### src/rtl/rfc_pkg.sv
package rfc_pkg;

  typedef enum logic [2:0] {
    PT_HOLD,
    PT_PUSH,
    PT_POP,
    PT_SPILL,
    PT_SPILL_PUSH,
    PT_FILL
  } ptr_op_e;

  typedef enum logic [1:0] {
    SQ_IDLE,
    SQ_CALL_SPILL,
    SQ_FILL,
    SQ_FLUSH
  } seq_state_e;

  // Critical code: interrupted and at or above the threshold priority.
  function automatic logic is_critical(logic intr, int unsigned prio,
                                       int unsigned threshold);
    return intr && (prio >= threshold);
  endfunction

  // Number of frames the requesting code may hold after a call.
  function automatic int unsigned frame_allowance(int unsigned frames,
                                                  logic crit,
                                                  int unsigned limit);
    return crit ? frames : frames - limit;
  endfunction

endpackage

### src/rtl/rfc_policy.sv
module rfc_policy #(
  parameter int FRAMES    = 8,
  parameter int PRIO_W    = 5,
  parameter int CRIT_PRIO = 28,
  parameter int CFG_W     = 16,
  parameter int LIM_LSB   = 8,
  parameter int LIM_W     = 3,
  parameter int CNT_W     = 4
) (
  input  logic              interrupted,
  input  logic [PRIO_W-1:0] cur_prio,
  input  logic [CFG_W-1:0]  cfg_word,
  output logic              critical,
  output logic [CNT_W-1:0]  allowance
);
  logic [LIM_W-1:0] limit;

  assign limit     = cfg_word[LIM_LSB +: LIM_W];
  assign critical  = rfc_pkg::is_critical(interrupted, int'(cur_prio), CRIT_PRIO);
  assign allowance = CNT_W'(rfc_pkg::frame_allowance(FRAMES, critical, int'(limit)));
endmodule

### src/rtl/rfc_ptrs.sv
module rfc_ptrs #(
  parameter int FRAMES = 8,
  parameter int IDX_W  = 3,
  parameter int CNT_W  = 4
) (
  input  logic             clk,
  input  logic             rst_n,
  input  rfc_pkg::ptr_op_e op,
  output logic [IDX_W-1:0] head,
  output logic [CNT_W-1:0] count,
  output logic [IDX_W-1:0] top_slot,
  output logic [IDX_W-1:0] fill_slot
);
  import rfc_pkg::*;

  always_ff @(posedge clk or negedge rst_n) begin
    if (!rst_n) begin
      head  <= '0;
      count <= '0;
    end else begin
      case (op)
        PT_PUSH:       count <= count + CNT_W'(1);
        PT_POP:        if (count != '0) count <= count - CNT_W'(1);
        PT_SPILL: begin
          head  <= head + IDX_W'(1);
          count <= count - CNT_W'(1);
        end
        PT_SPILL_PUSH: head <= head + IDX_W'(1);
        PT_FILL: begin
          head  <= head - IDX_W'(1);
          count <= count + CNT_W'(1);
        end
        default: ;
      endcase
    end
  end

  assign top_slot  = head + count[IDX_W-1:0] - IDX_W'(1);
  assign fill_slot = head - IDX_W'(1);


  cnt_bound_chk: assert property (@(posedge clk) disable iff (!rst_n)
    count <= CNT_W'(FRAMES));

  push_room_chk: assert property (@(posedge clk) disable iff (!rst_n)
    op == PT_PUSH |-> count < CNT_W'(FRAMES));

  spill_nonempty_chk: assert property (@(posedge clk) disable iff (!rst_n)
    (op == PT_SPILL || op == PT_SPILL_PUSH) |-> count != '0);

  fill_empty_chk: assert property (@(posedge clk) disable iff (!rst_n)
    op == PT_FILL |-> count == '0);
endmodule

### src/rtl/rfc_seq.sv
module rfc_seq #(
  parameter int CNT_W = 4
) (
  input  logic             clk,
  input  logic             rst_n,
  input  logic             call_req,
  input  logic             ret_req,
  input  logic             flush_req,
  input  logic [CNT_W-1:0] allowance,
  input  logic [CNT_W-1:0] count,
  input  logic             mem_ready,
  output rfc_pkg::ptr_op_e op,
  output logic             mem_valid,
  output logic             mem_write,
  output logic             done,
  output logic             busy
);
  import rfc_pkg::*;

  seq_state_e       state_q, state_d;
  logic [CNT_W-1:0] cap_q, cap_d;

  always_ff @(posedge clk or negedge rst_n) begin
    if (!rst_n) begin
      state_q <= SQ_IDLE;
      cap_q   <= '0;
    end else begin
      state_q <= state_d;
      cap_q   <= cap_d;
    end
  end

  always_comb begin
    state_d = state_q;
    cap_d   = cap_q;
    op      = PT_HOLD;
    done    = 1'b0;
    case (state_q)
      SQ_IDLE: begin
        if (call_req) begin
          if (count >= allowance) begin
            state_d = SQ_CALL_SPILL;
            cap_d   = allowance;
          end else begin
            op   = PT_PUSH;
            done = 1'b1;
          end
        end else if (ret_req) begin
          op = PT_POP;
          if (count >= CNT_W'(2)) done = 1'b1;
          else                    state_d = SQ_FILL;
        end else if (flush_req) begin
          if (count == '0) done = 1'b1;
          else             state_d = SQ_FLUSH;
        end
      end
      SQ_CALL_SPILL: begin
        if (mem_ready) begin
          if (count <= cap_q) begin
            op      = PT_SPILL_PUSH;
            done    = 1'b1;
            state_d = SQ_IDLE;
          end else begin
            op = PT_SPILL;
          end
        end
      end
      SQ_FILL: begin
        if (mem_ready) begin
          op      = PT_FILL;
          done    = 1'b1;
          state_d = SQ_IDLE;
        end
      end
      default: begin
        if (mem_ready) begin
          op = PT_SPILL;
          if (count == CNT_W'(1)) begin
            done    = 1'b1;
            state_d = SQ_IDLE;
          end
        end
      end
    endcase
  end

  assign busy      = (state_q != SQ_IDLE);
  assign mem_valid = busy;
  assign mem_write = (state_q != SQ_FILL);


  valid_hold_chk: assert property (@(posedge clk) disable iff (!rst_n)
    mem_valid && !mem_ready |=> mem_valid && $stable(mem_write));

  stall_done_chk: assert property (@(posedge clk) disable iff (!rst_n)
    busy && done |-> mem_ready);

  no_early_valid_chk: assert property (@(posedge clk) disable iff (!rst_n)
    !busy && (call_req || ret_req || flush_req) |-> !mem_valid);
endmodule

### src/rtl/reg_frame_cache.sv
module reg_frame_cache #(
  parameter int FRAMES    = 8,
  parameter int PRIO_W    = 5,
  parameter int CRIT_PRIO = 28,
  parameter int CFG_W     = 16,
  parameter int LIM_LSB   = 8,
  parameter int LIM_W     = 3,
  localparam int IDX_W    = $clog2(FRAMES),
  localparam int CNT_W    = $clog2(FRAMES + 1)
) (
  input  logic              clk,
  input  logic              rst_n,
  input  logic              call_req,
  input  logic              ret_req,
  input  logic              flush_req,
  input  logic              interrupted,
  input  logic [PRIO_W-1:0] cur_prio,
  input  logic [CFG_W-1:0]  cfg_word,
  output logic              mem_valid,
  input  logic              mem_ready,
  output logic              mem_write,
  output logic [IDX_W-1:0]  mem_slot,
  output logic              done,
  output logic              busy,
  output logic [CNT_W-1:0]  occupancy,
  output logic [IDX_W-1:0]  top_slot
);
  rfc_pkg::ptr_op_e ptr_op;
  logic             critical;
  logic [CNT_W-1:0] allowance;
  logic [IDX_W-1:0] head;
  logic [IDX_W-1:0] fill_slot;

  rfc_policy #(
    .FRAMES(FRAMES), .PRIO_W(PRIO_W), .CRIT_PRIO(CRIT_PRIO),
    .CFG_W(CFG_W), .LIM_LSB(LIM_LSB), .LIM_W(LIM_W), .CNT_W(CNT_W)
  ) u_policy (
    .interrupted(interrupted),
    .cur_prio   (cur_prio),
    .cfg_word   (cfg_word),
    .critical   (critical),
    .allowance  (allowance)
  );

  rfc_seq #(.CNT_W(CNT_W)) u_seq (
    .clk       (clk),
    .rst_n     (rst_n),
    .call_req  (call_req),
    .ret_req   (ret_req),
    .flush_req (flush_req),
    .allowance (allowance),
    .count     (occupancy),
    .mem_ready (mem_ready),
    .op        (ptr_op),
    .mem_valid (mem_valid),
    .mem_write (mem_write),
    .done      (done),
    .busy      (busy)
  );

  rfc_ptrs #(.FRAMES(FRAMES), .IDX_W(IDX_W), .CNT_W(CNT_W)) u_ptrs (
    .clk      (clk),
    .rst_n    (rst_n),
    .op       (ptr_op),
    .head     (head),
    .count    (occupancy),
    .top_slot (top_slot),
    .fill_slot(fill_slot)
  );

  assign mem_slot = mem_write ? head : fill_slot;


  allowance_range_chk: assert property (@(posedge clk) disable iff (!rst_n)
    allowance >= CNT_W'(1) && allowance <= CNT_W'(FRAMES));

  critical_full_chk: assert property (@(posedge clk) disable iff (!rst_n)
    critical |-> allowance == CNT_W'(FRAMES));

  call_cap_chk: assert property (@(posedge clk) disable iff (!rst_n)
    done && call_req |=> occupancy <= $past(allowance));

  flush_empty_chk: assert property (@(posedge clk) disable iff (!rst_n)
    done && flush_req && !call_req && !ret_req |=> occupancy == '0);

  fill_one_chk: assert property (@(posedge clk) disable iff (!rst_n)
    mem_valid && !mem_write && mem_ready |=> occupancy == CNT_W'(1));

  slot_hold_chk: assert property (@(posedge clk) disable iff (!rst_n)
    mem_valid && !mem_ready |=> $stable(mem_slot));
endmodule

### config.mk
export PLATFORM = sky130hd
export DESIGN_NAME = reg_frame_cache
export DESIGN_NICKNAME = d
export VERILOG_FILES = /design/src/rtl/rfc_pkg.sv /design/src/rtl/rfc_policy.sv /design/src/rtl/rfc_ptrs.sv /design/src/rtl/rfc_seq.sv /design/src/rtl/reg_frame_cache.sv
export SDC_FILE = /design/constraint.sdc
export NUM_CORES = 1
export LEC_CHECK = 0
export ABC_AREA = 1
export BUFFER_PORTS_ARGS = -buffer_cell sky130_fd_sc_hd__buf_2
export CAP_MARGIN = 25
export CORE_UTILIZATION = 40
export DETAILED_ROUTE_END_ITERATION = 8
export SLEW_MARGIN = 20
export SYNTH_ARGS = -nofsm -noshare
export SYNTH_HDL_FRONTEND = slang
export SYNTH_HIERARCHICAL = 1
export SYNTH_SLANG_ARGS = --single-unit
### constraint.sdc
create_clock -name clk -period 2.55 [get_ports clk]
set_input_delay 0.51 -clock clk [delete_from_list [all_inputs] [get_ports clk]]
set_output_delay 0.51 -clock clk [all_outputs]
set_load 0.005 [all_outputs]
==> metrics.md <==
| Metric | Value |
|---|---|
| Via density | 4.50 |
| Fin Setup TNS | -8.38 ps |
| Initial antenna violation count | 0 |
| Cells after DPL | 300 |
| Clk slew on worst S/H paths | 80 ps |
| Total track usage | 0.193 |
| Register area | 327 um^2 |
| Setup violators final | 1 |
| Max_cap viols | 0 |
| Slew margin rel. | 0.804 |
| Inserted Diodes | 0 |
| Mapped cell area | 1420 um^2 |
| Number of buffers created by CTS | 3 |
| Rows | 21 |
| Die X | 61.6 um |
| Number of DRC markers in iteration 0 | 39 |
| I/O pin cnt | 42 |
| Area of the multi-input gates | 1030 um^2 |
| Vias | 1448 |
| Fill cell count | 355 |
| P_leak | 1.13 nW |
| CTS Buffer Depth | 2 |
| Synth cell types | 26 |
| Post-DP HPWL | 2440 um |
| Status | finished with violations |
| Arrival @ worst endpoint | 2760 ps |
| Util after Layout | 0.603 |
| First-pass GRT wire length | 5400 um |
| Hold crit path type | in2async |
| Failing checks | setup timing |
| CP max FO | 3 |
| Antenna-violating nets left | 0 |
| Final wirelength | 3370 um |
| PortBufs | 26 |
| Worst slew pin tran | 293 ps |
| Pwr/cell area | 1320 nW/um^2 |
| Die area | 3790 um^2 |
| Maximum VDD drop | 0.594 mV |
| Share of layout cells above drive strength 1 | 0.402 |
| Nets | 320 |
| Worst Clk Skew | 1.49 ps |
| Total gr overflow | 0 |
| Ys Warns | 6 |
| Wire per inst | 10.5 um |
| #FFs+latches synth | 13 |
| Syn Nets | 257 |
| Final slew viol count | 0 |
| Avg Synthesized Cell Area | 6.64 um^2 |
| CTS sink count | 13 |
| Vias in the first global route | 1253 |
| Largest net degree at the start of global routing | 14 |
| Detailed-route DRC error count | 0 |
| Post-CTS Hold Buffers | 0 |
| Clk root buf | clkbuf_4 |
| Die height | 61.6 um |
| Final hold viol count | 0 |
| H-tree depth | 1 |
| CTS tree | yes |
| Final GP Congestion | 0.819 |
| Final worst slack | -8.38 ps |
| Total power | 0.00267 W |
| CP endpoint kind | flop |
| Critical path required time | 2750 ps |
| Clock Latency Late Sink | 270 ps |
| Area Growth Syn to Fin | 42.7% |
| Core area | 3360 um^2 |
| Max Freq | 0.391 GHz |
| Fin crit period | 2560 ps |
| Cells after Synth | 214 |
| Tcrit/Tclk final | 1.00 |
| Setup Crit Path Kind | in2reg |
| Initial Util | 0.422 |
| Startpoint Class | input port |
| Sequential fraction of the synthesis area | 0.229 |
| Unrepaired setup endpoints after global routing | yes |
| DR pass1 iterations | 4 |
| Final cell count without fillers | 322 |
[critical path: stages]
cell and delay, ps:
buf_8 110, inv_12 40, ha_4 120, inv_2 30, nand2_2 50, nand2_2 50
nor2_2 90, inv_2 60, buf_4 120, buf_4 120, buf_4 120, buf_4 120
buf_4 120, buf_4 120, buf_4 120, buf_4 120, buf_4 120, buf_4 130
buf_4 120, buf_4 120, buf_4 120, o21ai_1 110
[cell type report]
cell class,instances,share of cell area
Tap cell,46,0.0284
Sequential cell,13,0.161
Timing Repair Buffer,59,0.194
Clock buffer,4,0.0130
Inverter,46,0.0938
Multi-Input combinational cell,154,0.509
[layout by cell type, fill, tap and decap left out, types with 2 or more instances in the layout]
cell	count
nand2_1	57
inv_1	34
buf_4	33
buf_2	24
nand3_1	16
nand2_2	12
dfrtp_1	12
ha_1	10
inv_2	9
nand4_1	7
nor2_1	6
xor2_1	6
nor2_2	5
ha_4	5
o21ai_1	5
clkbuf_4	3
nor2_4	3
nand3_2	3
xnor2_1	3
a21oi_1	3
o21ai_2	2
a21oi_2	2
o21ai_0	2
[synth_stat cells (all sizes together)]
| library cell | count | area share |
|---|---|---|
| o21bai | 1 | 0.0053 |
| inv | 45 | 0.12 |
| buf | 1 | 0.0053 |
| nand3b | 1 | 0.0053 |
| a31o | 1 | 0.0062 |
| nor2 | 14 | 0.058 |
| nand3 | 19 | 0.070 |
| xnor2 | 3 | 0.019 |
| dfrtp | 13 | 0.23 |
| o21ai | 9 | 0.034 |
| a21oi | 5 | 0.018 |
| clkinv | 1 | 0.0026 |
| nand4 | 8 | 0.040 |
| ha | 15 | 0.13 |
| mux2 | 1 | 0.011 |
| nand2 | 70 | 0.20 |
| xor2 | 7 | 0.043 |
[sequential cells by signal, indices dropped and copies added, names as in the netlist]
signal / count
u_seq/cap_q: 4
u_ptrs/count: 4
u_seq/state_q: 2
u_ptrs/head: 3
[per-stage QoR]
step	setup WS (ps)	area (um^2)	hold WS [ps]
floorplan	-4.67	1460	214
global placement	-281	1750	414
detailed placement	-301	1750	419
CTS	5.57	1950	117
global route	-130	2030	116
finish	-8.38	2030	109
[cell families (layout without fill, tap and decap cells)]
logic type,after synthesis,count (layout),synth area share
AO/OA/AOI/OAI,16,16,0.0634
XOR/XNOR,10,10,0.0617
adder cells (fa/ha/maj),15,15,0.132
buffers and inverters,47,109,0.127
flip-flops,13,13,0.229
multiplexers,1,1,0.0106
AND/OR/NAND/NOR,112,112,0.376
[per-layer routing]
| layer | vias to the layer above | global-route usage | part of all wire |
|---|---|---|---|
| met5 | - | 0 | 0 |
| met4 | 0 | 0.0286 | 0.0080 |
| met3 | 4 | 0.0378 | 0.031 |
| met2 | 21 | 0.326 | 0.48 |
| met1 | 629 | 0.261 | 0.48 |
| li1 | 794 | - | - |
[power by group]
part / switching (W) / internal [W] / total [W]
registers: 0.000103 / 0.000313 / 0.000416
clock network: 0.0000660 / 0.0000606 / 0.000127
logic: 0.00115 / 0.000978 / 0.00213
[path summary, 6_finish.rpt]
| kind | start | cells after the start | slack (ps) | endpoint |
|---|---|---|---|---|
| min in group clk | u_seq/cap_q[0] | 2 | 480 | u_seq/cap_q[0] |
| hold reg to reg | u_seq/cap_q[0] | 2 | 480 | u_seq/cap_q[0] |
| setup reg to reg | u_ptrs/count[3] | 17 | 150 | u_ptrs/count[3] |
| setup / recovery | cfg_word[8] | 22 | -8 | u_seq/cap_q[2] |
| max in group asynchronous | rst_n | 1 | 2200 | u_ptrs/count[1] |
| hold / removal | rst_n | 1 | 110 | u_seq/cap_q[3] |
[what timing repair did]
item / in CTS / in global routing
setup buffers: 16 / 2
setup endpoints to repair: 2 / 5
pin swaps: 7 / 12
gates resized for setup: 10 / 18
No activity file was read; power rests on OpenSTA's default activity.
